File: config.mk
export PLATFORM = sky130hd
export DESIGN_NAME = sd_cmd_resp_decoder
export DESIGN_NICKNAME = d
export VERILOG_FILES = /design/src/rtl/sd_cmd_pkg.sv /design/src/rtl/sd_rsp_classify.sv /design/src/rtl/sd_rsp_pack.sv /design/src/rtl/sd_cmd_resp_decoder.sv
export SDC_FILE = /design/constraint.sdc
export NUM_CORES = 1
export LEC_CHECK = 0
export BUFFER_PORTS_ARGS = -buffer_cell sky130_fd_sc_hd__buf_4
export CORE_AREA = 2 2 147 149
export CTS_CLUSTER_SIZE = 14
export DETAILED_ROUTE_END_ITERATION = 8
export DIE_AREA = 0 0 149 151
export PLACE_DENSITY_LB_ADDON = 0.2
export SETUP_SLACK_MARGIN = 0.3
export SLEW_MARGIN = 15
export SYNTH_ARGS = -nofsm -noshare
export SYNTH_HDL_FRONTEND = slang
export SYNTH_SLANG_ARGS = --single-unit
export TNS_END_PERCENT = 5
File: constraint.sdc
create_clock -name clk -period 1.7 [get_ports clk]
set_input_delay 0.17 -clock clk [delete_from_list [all_inputs] [get_ports clk]]
set_output_delay 0.17 -clock clk [all_outputs]
set_load 0.02 [all_outputs]
File: src/rtl/sd_cmd_pkg.sv
package sd_cmd_pkg;

    localparam logic [2:0] RT_NONE = 3'd0;
    localparam logic [2:0] RT_R1   = 3'd1;
    localparam logic [2:0] RT_R2   = 3'd2;
    localparam logic [2:0] RT_R3   = 3'd3;
    localparam logic [2:0] RT_R6   = 3'd6;

    localparam logic [1:0] CT_ADTC = 2'd3;

    localparam int ST_DONE  = 0;
    localparam int ST_STOP  = 2;
    localparam int ST_TMO   = 7;
    localparam int ST_OCRB  = 12;
    localparam int ST_CERR  = 14;

    typedef struct packed {
        logic       dir;
        logic       rsvd14;
        logic [1:0] ctype;
        logic       busy;
        logic [2:0] rtype;
        logic       init;
        logic       rsvd6;
        logic [5:0] idx;
    } cmd_word_t;

    typedef struct packed {
        logic timeout;
        logic card_err;
        logic ocr_set;
        logic ocr_clr;
        logic store;
    } rsp_class_t;

endpackage

File: src/rtl/sd_rsp_classify.sv
module sd_rsp_classify
    import sd_cmd_pkg::*;
#(
    parameter int          LENW        = 5,
    parameter int          LONG_LEN    = 16,
    parameter logic [31:0] ERR_MASK_R1 = 32'hFDF9_0000,
    parameter logic [15:0] ERR_MASK_R6 = 16'hE008
) (
    input  logic [2:0]      rtype,
    input  logic [LENW-1:0] rsp_len,
    input  logic [31:0]     head,
    output rsp_class_t      cls
);
    localparam logic [LENW-1:0] SHORT_MIN = LENW'(4);
    localparam logic [LENW-1:0] LONG_MIN  = LENW'(LONG_LEN);

    always_comb begin
        cls = '0;
        unique case (rtype)
            RT_R1: begin
                cls.timeout  = rsp_len < SHORT_MIN;
                cls.card_err = !cls.timeout && ((head & ERR_MASK_R1) != 32'd0);
                cls.store    = !cls.timeout;
            end
            RT_R2: begin
                cls.timeout = rsp_len < LONG_MIN;
                cls.store   = !cls.timeout;
            end
            RT_R3: begin
                cls.timeout = rsp_len < SHORT_MIN;
                cls.ocr_set = !cls.timeout && !head[31];
                cls.ocr_clr = !cls.timeout && head[31];
                cls.store   = !cls.timeout;
            end
            RT_R6: begin
                cls.timeout  = rsp_len < SHORT_MIN;
                cls.card_err = !cls.timeout && ((head[15:0] & ERR_MASK_R6) != 16'd0);
                cls.store    = !cls.timeout;
            end
            default: cls = '0;
        endcase
    end
endmodule

File: src/rtl/sd_rsp_pack.sv
module sd_rsp_pack #(
    parameter int NWORDS = 8,
    localparam int W = 16 * NWORDS
) (
    input  logic [W-1:0] bytes_in,
    output logic [W-1:0] words_out
);
    for (genvar w = 0; w < NWORDS; w++) begin : g_word
        localparam int HI = 2 * (NWORDS - 1 - w);
        assign words_out[16*w +: 16] = {bytes_in[8*HI +: 8], bytes_in[8*(HI+1) +: 8]};
    end
endmodule

File: src/rtl/sd_cmd_resp_decoder.sv
module sd_cmd_resp_decoder
    import sd_cmd_pkg::*;
#(
    parameter int          NWORDS      = 8,
    parameter logic [5:0]  STOP_IDX    = 6'd12,
    parameter logic [31:0] ERR_MASK_R1 = 32'hFDF9_0000,
    parameter logic [15:0] ERR_MASK_R6 = 16'hE008,
    localparam int NBYTES = 2 * NWORDS,
    localparam int LENW   = $clog2(NBYTES + 1),
    localparam int RSPW   = 16 * NWORDS
) (
    input  logic            clk,
    input  logic            rst_n,
    input  logic            ctrl_enable,
    input  logic            cmd_wr,
    input  logic [15:0]     cmd_wdata,
    input  logic            arg_lo_wr,
    input  logic            arg_hi_wr,
    input  logic [15:0]     arg_wdata,
    input  logic            stat_clr_wr,
    input  logic [15:0]     stat_clr_mask,
    output logic            card_req,
    output logic [5:0]      card_cmd_idx,
    output logic [31:0]     card_arg,
    output logic            card_busy_exp,
    input  logic            card_rsp_valid,
    input  logic [LENW-1:0] card_rsp_len,
    input  logic [RSPW-1:0] card_rsp_bytes,
    output logic [15:0]     status,
    output logic [RSPW-1:0] rsp_words,
    output logic            xfer_start,
    output logic            xfer_dir
);
    typedef struct packed {
        logic            pend;
        logic            busy_exp;
        logic            req;
        logic            xs;
        logic            xd;
        logic [5:0]      idx;
        logic [2:0]      rtype;
        logic [31:0]     arg;
        logic [15:0]     stat;
        logic [RSPW-1:0] rsp;
    } state_t;

    state_t q, d;

    cmd_word_t cw;
    assign cw = cmd_word_t'(cmd_wdata);

    logic unused_rsvd;
    assign unused_rsvd = cw.rsvd14 ^ cw.rsvd6;

    logic       pend;
    logic [2:0] rtype;
    assign pend  = q.pend;
    assign rtype = q.rtype;

    rsp_class_t      cls;
    logic [RSPW-1:0] packed_words;

    sd_rsp_classify #(
        .LENW(LENW), .LONG_LEN(NBYTES),
        .ERR_MASK_R1(ERR_MASK_R1), .ERR_MASK_R6(ERR_MASK_R6)
    ) u_classify (
        .rtype  (q.rtype),
        .rsp_len(card_rsp_len),
        .head   ({card_rsp_bytes[7:0], card_rsp_bytes[15:8],
                  card_rsp_bytes[23:16], card_rsp_bytes[31:24]}),
        .cls    (cls)
    );

    sd_rsp_pack #(.NWORDS(NWORDS)) u_pack (
        .bytes_in (card_rsp_bytes),
        .words_out(packed_words)
    );

    logic accept;
    assign accept = cmd_wr && ctrl_enable && !q.pend;

    always_comb begin
        d     = q;
        d.req = 1'b0;
        d.xs  = 1'b0;

        if (arg_lo_wr) d.arg[15:0]  = arg_wdata;
        if (arg_hi_wr) d.arg[31:16] = arg_wdata;

        if (stat_clr_wr) d.stat = q.stat & ~stat_clr_mask;

        if (accept) begin
            d.rsp = '0;
            if (cw.init && cw.idx == 6'd0) begin
                d.stat[ST_DONE] = 1'b1;
            end else begin
                d.pend     = 1'b1;
                d.req      = 1'b1;
                d.idx      = cw.idx;
                d.rtype    = cw.rtype;
                d.busy_exp = cw.busy && (cw.rtype == RT_R1);
                if (cw.ctype == CT_ADTC) begin
                    d.xs = 1'b1;
                    d.xd = cw.dir;
                end
            end
        end else if (q.pend && card_rsp_valid) begin
            d.pend           = 1'b0;
            d.busy_exp       = 1'b0;
            d.stat[ST_CERR]  = cls.card_err;
            if (cls.ocr_set) d.stat[ST_OCRB] = 1'b1;
            if (cls.ocr_clr) d.stat[ST_OCRB] = 1'b0;
            if (cls.timeout) begin
                d.stat[ST_TMO] = 1'b1;
            end else begin
                d.stat[ST_DONE] = 1'b1;
                if (q.idx == STOP_IDX) d.stat[ST_STOP] = 1'b1;
            end
            if (cls.store) d.rsp = packed_words;
        end
    end

    always_ff @(posedge clk) begin
        if (!rst_n) q <= '0;
        else        q <= d;
    end

    assign card_req      = q.req;
    assign card_cmd_idx  = q.idx;
    assign card_arg      = q.arg;
    assign card_busy_exp = q.busy_exp;
    assign status        = q.stat;
    assign rsp_words     = q.rsp;
    assign xfer_start    = q.xs;
    assign xfer_dir      = q.xd;
endmodule

==> impl_metrics.env, run 1 <==
export IMPL_outcome="finished, final reports clean"
export IMPL_period_share_pct=90.7
export IMPL_clockBufferDepth=2
export IMPL_synthTopCellsByArea="sky130_fd_sc_hd__dfxtp_1 49%, sky130_fd_sc_hd__mux2i_1 22%, sky130_fd_sc_hd__nand2_1 13%"
export IMPL_routedWlPerCell_um=15.6
export IMPL_clk_pin_slew_ns=0.08
export IMPL_yosysWarnings=0
export IMPL_vias_post_dr=7274
export IMPL_clockRootBuffer="sky130_fd_sc_hd__clkbuf_16"
export IMPL_path_buf_inv=3
export IMPL_cell_internal_pwr_w=0.00724
export IMPL_synth_top_area_share_pct=48.8
export IMPL_clock_insertion_delay_worst_skew_ns=0.43
export IMPL_total_switching_power_w=0.00252
export IMPL_die_area_um2=22500
export IMPL_period_minus_slack_ns=1.54
export IMPL_number_of_design_rule_violations_left_by_the_first_detailed_router_iteration=174
export IMPL_power_frac_clock_pct=39.4
export IMPL_postSynth_asyncResetShare_pct=0
export IMPL_switching_share_pct=25.9
export IMPL_fin_util_pct=62.4
export IMPL_first_global_vias=7248
export IMPL_cp_end_kind="flip-flop"
export IMPL_detail_route_drc_violations=0
export IMPL_initial_util_pct=37.4
export IMPL_cpPeakStageDelay_ns=0.35
export IMPL_ios=375
export IMPL_wl_met2_um=11900
export IMPL_leakagePower_nw=5.59
export IMPL_layout_drive_gt1_share_pct=34.5
export IMPL_areaGrowthSynthToFinish_pct=66.6
export IMPL_antenna_cells_inserted=0
export IMPL_max_clock_freq_mhz=649
export IMPL_synth_cells_most_frequent="278 x sky130_fd_sc_hd__nand2_1, 190 x sky130_fd_sc_hd__dfxtp_1, 169 x sky130_fd_sc_hd__mux2i_1"
export IMPL_multiInputGateArea_um2=3410
export IMPL_ff_latch_area_um2=3810
export IMPL_gr_usage_all_layers_pct=20.1
export IMPL_rsz0062_at_grt="true"
export IMPL_numPortBuffers=370
export IMPL_tightestPinTransition_ns=0.487
export IMPL_overflow_after_grt=0
export IMPL_maximum_number_of_pins_on_one_net_before_global_route_repair=49
export IMPL_syn_instance_count=794
export IMPL_wl_um=24900
export IMPL_cpLargestDelayFamily="buffers and inverters"
export IMPL_power_density_cell_area_nw_per_um2=751
export IMPL_die_w_um=149
export IMPL_synth_ff_type="sky130_fd_sc_hd__dfxtp_1"
export IMPL_critical_path_max_fanout=10
export IMPL_final_setup_violating_endpoints=0
export IMPL_drv_slew=0
export IMPL_synthesis_area_per_instance_um2=9.82
export IMPL_worst_hold_path_type="input port to flip-flop"
export IMPL_num_nets_final=1497
export IMPL_final_hold_violation_count=0
export IMPL_place_detailed_hpwl_um=16300
export IMPL_grt_antenna_before_repair=0
export IMPL_routed_via_density=4.56
export IMPL_sequentialPowerShare_pct=46.7
export IMPL_comb_power_share_pct=13.9
export IMPL_antenna_violating_nets_post_route=0
export IMPL_timing_critical_path_slowest_stage_cell="sky130_fd_sc_hd__dfxtp_2"
export IMPL_fillers=1723
export IMPL_die_h_um=151
export IMPL_timing_setup_critical_path_class="flip-flop to flip-flop"
export IMPL_drt_first_pass_iters=4
export IMPL_fin_hold_ws_ns=0.0161
export IMPL_ys_seq_area_share_pct=48.8
export IMPL_met3_length_um=1930
export IMPL_synth_area_um2=7790
export IMPL_synth_net_count=983
export IMPL_top_cell_type_by_total_area_after_synthesis="sky130_fd_sc_hd__dfxtp_1"
export IMPL_routedLengthMet1_um=10400
export IMPL_cts_inserted_buffers=17
export IMPL_timing_max_slew_rel_slack_pct=67.2
export IMPL_clock_tree_skew_after_final_layout_ns=0.0176
export IMPL_required_ns=2.05
export IMPL_worst_ep_arrival_time_ns=1.89
export IMPL_htreeDepth=4
export IMPL_ys_seq_elements=190
export IMPL_first_pass_grt_wire_length_um=35700
export IMPL_top_signal_layer_used="met4"
export IMPL_finalSetupTns_ns=0
export IMPL_cts_sinks=190
export IMPL_globalplace_congestion=0.782
export IMPL_post_synth_edffs=0
export IMPL_max_vdd_ir_drop_v=0.000609
export IMPL_cap_violations=0
export IMPL_start_kind="flip-flop"
export IMPL_postLayoutSetupSlackWorst_ns=0.158
export IMPL_cell_by_cell_trace_of_the_critical_path="and2b_2 > o21ai_2 > a21oi_4 > buf_6 > buf_12 > buf_16 > mux2i_1"
export IMPL_synthDistinctLibCells=38
export IMPL_r2r_slack_ns=0.16
export IMPL_dp_worst_setup_slack_ns=0.110
export IMPL_tritoncts_clock_tree="done"
export IMPL_rows=53
export IMPL_core_area_um2=20800
export IMPL_cell_with_the_most_instances_after_synthesis="sky130_fd_sc_hd__nand2_1"
per-stage QoR:
step | cells | power, W | cell area (µm²)
detailed placement | 1407 | 0.00572 | 10700
finish | 1595 | 0.00976 | 13000
floorplan | 794 | 0.00520 | 7790
global route | 1595 | 0.0101 | 13000
global placement | 1407 | 0.00571 | 10700
CTS | 1575 | 0.00983 | 12600
worst min-delay path: stages:
cell	delay, ns
sky130_fd_sc_hd__buf_4	0.11
sky130_fd_sc_hd__nand2_1	0.05
sky130_fd_sc_hd__mux2i_1	0.07
final timing paths:
path                       startpoint             to  depth (start not counted)
hold / removal    card_rsp_bytes[113]   rsp_words[9]                          3
hold reg to reg             status[6]      status[6]                          2
setup / recovery             rtype[0]  rsp_words[87]                          7
setup reg to reg             rtype[0]  rsp_words[87]                          7
final cells by class:
type / count / area share, %
clock buffer: 17 / 3.27
clock inverter: 14 / 0.992
inverter: 1 / 0.0289
multi-input combinational: 547 / 26.3
sequential: 190 / 29.3
tap: 275 / 2.65
timing repair buffer: 551 / 37.5
placed cells by master (no fill, tap or decap), types with 6 or more instances in the layout:
| cell type | count |
|---|---|
| sky130_fd_sc_hd__a21boi_0 | 6 |
| sky130_fd_sc_hd__a21oi_1 | 11 |
| sky130_fd_sc_hd__buf_12 | 14 |
| sky130_fd_sc_hd__buf_4 | 385 |
| sky130_fd_sc_hd__clkbuf_16 | 26 |
| sky130_fd_sc_hd__dfxtp_1 | 188 |
| sky130_fd_sc_hd__dlygate4sd3_1 | 137 |
| sky130_fd_sc_hd__mux2i_1 | 169 |
| sky130_fd_sc_hd__nand2_1 | 278 |
| sky130_fd_sc_hd__nor2b_1 | 41 |
per-layer routing:
layer,global-route usage [%],vias to the layer above
li1,-,3640
met1,22.9,3321
met2,35.1,274
met3,6.45,39
met4,7.48,0
met5,0,-
power by group through the flow:
stage	Combinational (W)	Clock (W)	Sequential, W
3_3_place_gp	0.00105	0	0.00466
4_1_cts	0.00132	0.00395	0.00456
3_5_place_dp	0.00106	0	0.00466
5_1_grt	0.00146	0.00411	0.00457
6_report	0.00136	0.00384	0.00456
2_1_floorplan	0.000464	0	0.00474
flip-flops by register name, indices dropped and copies added, names as in the netlist:
name,flops
status,16
card_req,1
rtype,3
card_busy_exp,1
card_cmd_idx,6
xfer_start,1
pend,1
rsp_words,128
xfer_dir,1
card_arg,32
logic make-up (layout without fill, tap and decap cells):
logic type	after synthesis	after routing	share of synthesized area [%]
buffers and inverters	57	583	7.62
AOI/OAI and AO/OA	29	29	2.66
muxes	169	169	21.7
and+or+nand+nor	349	349	19.2
DFF	190	190	48.8
repair_timing:
item	in CTS	in global routing
gates cloned	0	11
buffers inserted	0	9
pin swaps	0	2
hold endpoints to repair	141	0
setup endpoints to repair	127	143
gates resized for setup	1	17
hold buffers	137	0
Power figures use the tool's default switching activity.
==> run 2, diff against run 1 <==
--- a/config.mk
+++ b/config.mk
@@ -6,11 +6,12 @@
 export NUM_CORES = 1
 export LEC_CHECK = 0
 export BUFFER_PORTS_ARGS = -buffer_cell sky130_fd_sc_hd__buf_4
+export CAP_MARGIN = 15
 export CORE_AREA = 2 2 147 149
 export CTS_CLUSTER_SIZE = 14
 export DETAILED_ROUTE_END_ITERATION = 8
 export DIE_AREA = 0 0 149 151
-export PLACE_DENSITY_LB_ADDON = 0.2
+export PLACE_DENSITY = 0.73
 export SETUP_SLACK_MARGIN = 0.3
 export SLEW_MARGIN = 15
 export SYNTH_ARGS = -nofsm -noshare
==> impl_metrics.env, run 2 (synthesis results as in run 1) <==
export IMPL_routedLengthMet1_um=9620
export IMPL_final_setup_violating_endpoints=0
export IMPL_top_signal_layer_used="met4"
export IMPL_die_area_um2=22500
export IMPL_switching_share_pct=25.4
export IMPL_fillers=1667
export IMPL_timing_max_slew_rel_slack_pct=65.6
export IMPL_sequentialPowerShare_pct=46.0
export IMPL_period_share_pct=95.5
export IMPL_final_hold_violation_count=0
export IMPL_max_clock_freq_mhz=616
export IMPL_core_area_um2=20800
export IMPL_antenna_violating_nets_post_route=0
export IMPL_cap_violations=0
export IMPL_routed_via_density=4.66
export IMPL_largest_reg_flops=128
export IMPL_vias_post_dr=7376
export IMPL_tritoncts_clock_tree="done"
export IMPL_clock_insertion_delay_worst_skew_ns=0.43
export IMPL_htreeDepth=4
export IMPL_total_switching_power_w=0.00252
export IMPL_dp_worst_setup_slack_ns=0.0984
export IMPL_number_of_design_rule_violations_left_by_the_first_detailed_router_iteration=251
export IMPL_outcome="finished, final reports clean"
export IMPL_critical_path_max_fanout=8
export IMPL_initial_util_pct=37.4
export IMPL_num_nets_final=1485
export IMPL_clockRootBuffer="sky130_fd_sc_hd__clkbuf_16"
export IMPL_place_detailed_hpwl_um=16200
export IMPL_wl_met2_um=12800
export IMPL_first_pass_grt_wire_length_um=37300
export IMPL_drt_first_pass_iters=4
export IMPL_start_kind="flip-flop"
export IMPL_overflow_after_grt=0
export IMPL_dp_cells=1411
export IMPL_layout_cells_most_common_list="391 x sky130_fd_sc_hd__buf_4, 278 x sky130_fd_sc_hd__nand2_1, 188 x sky130_fd_sc_hd__dfxtp_1"
export IMPL_p_total_w=0.00992
export IMPL_required_ns=2.04
export IMPL_globalplace_congestion=0.802
export IMPL_leakagePower_nw=5.55
export IMPL_first_global_vias=7427
export IMPL_grt_antenna_before_repair=0
export IMPL_clockBufferDepth=2
export IMPL_tightestPinTransition_ns=0.511
export IMPL_layout_commonest_cell="sky130_fd_sc_hd__buf_4"
export IMPL_wl_um=25100
export IMPL_comb_power_share_pct=13.4
export IMPL_routedWlPerCell_um=15.8
export IMPL_cts_sinks=190
export IMPL_worst_hold_path_type="input port to flip-flop"
export IMPL_met3_length_um=2030
export IMPL_layout_drive_gt1_share_pct=34.8
export IMPL_clk_pin_slew_ns=0.07
export IMPL_detail_route_drc_violations=0
export IMPL_cts_inserted_buffers=17
export IMPL_die_h_um=151
export IMPL_rsz0062_at_grt="true"
export IMPL_die_w_um=149
export IMPL_drv_slew=0
export IMPL_ios=375
export IMPL_power_frac_clock_pct=40.6
export IMPL_max_vdd_ir_drop_v=0.000733
export IMPL_cell_internal_pwr_w=0.00741
export IMPL_timing_setup_critical_path_class="flip-flop to flip-flop"
export IMPL_numPortBuffers=370
export IMPL_postLayoutSetupSlackWorst_ns=0.0762
export IMPL_period_minus_slack_ns=1.62
export IMPL_rows=53
export IMPL_areaGrowthSynthToFinish_pct=64.9
export IMPL_maximum_number_of_pins_on_one_net_before_global_route_repair=36
export IMPL_power_density_cell_area_nw_per_um2=772
export IMPL_antenna_cells_inserted=0
export IMPL_clock_tree_skew_after_final_layout_ns=0.0107
export IMPL_gr_usage_all_layers_pct=20.9
export IMPL_worst_ep_arrival_time_ns=1.96
export IMPL_finish_cell_count_without_fillers=1583
export IMPL_cp_end_kind="flip-flop"
==> run 2: cell type report <==
class	count	area [µm²]	area share (%)
clock buffers	18	439	3.42
clock inverters	13	145	1.13
inverters	1	3.75	0.0292
multi-input cells	547	3430	26.7
flip-flops and latches	190	3810	29.6
well taps	275	344	2.68
repair buffers	539	4690	36.5
==> run 2: worst paths after layout <==
check                           start            end  slack [ns]  cells after the start
setup / recovery             rtype[0]  rsp_words[26]        0.08                      8
hold / removal    card_rsp_bytes[107]  rsp_words[19]        0.02                      3
hold reg to reg            status[13]     status[13]        0.44                      2
setup reg to reg             rtype[0]  rsp_words[26]        0.08                      8
==> run 2: power groups by stage <==
stage | logic (W) | clock network, W | registers (W)
floorplan | 0.000464 | 0 | 0.00474
global placement | 0.00104 | 0 | 0.00466
detailed placement | 0.00105 | 0 | 0.00466
CTS | 0.00131 | 0.00413 | 0.00456
global route | 0.00143 | 0.00430 | 0.00457
finish | 0.00133 | 0.00403 | 0.00456
==> run 2: what timing repair did <==
item,in CTS,in global routing
cloned,4,2
gates resized for setup,9,5
endpoints found under the hold margin,128,1
setup buffers,8,1
hold buffers,125,1
setup endpoints to repair,134,141
pin swaps,1,0
==> run 2: per-layer routing <==
layer  up-vias  global-route usage (%)
li1       3604                       -
met1      3438                    22.8
met2       287                    38.1
met3        47                    6.48
met4         0                    7.62
met5         -                       0
==> run 2: worst max-delay path: stages (launching register included) <==
cell and delay, ns:
sky130_fd_sc_hd__dfxtp_1 0.31, sky130_fd_sc_hd__and2b_2 0.25, sky130_fd_sc_hd__o21ai_4 0.07, sky130_fd_sc_hd__a21oi_4 0.15, sky130_fd_sc_hd__buf_12 0.12, sky130_fd_sc_hd__buf_12 0.10
sky130_fd_sc_hd__buf_16 0.16, sky130_fd_sc_hd__buf_12 0.15, sky130_fd_sc_hd__mux2i_1 0.22
==> run 2: stage by stage <==
| stage | setup TNS, ns | cell area (µm²) | hold slack [ns] | utilization, % |
|---|---|---|---|---|
| global route | -0.00746 | 12900 | 0.000151 | 61.7 |
| CTS | 0 | 12800 | 0.000733 | 61.3 |
| detailed placement | 0 | 10700 | 0.348 | 51.4 |
| finish | 0 | 12900 | 0.0174 | 61.7 |
| global placement | 0 | 10700 | 0.344 | 51.4 |
| floorplan | 0 | 7790 | 0.258 | - |
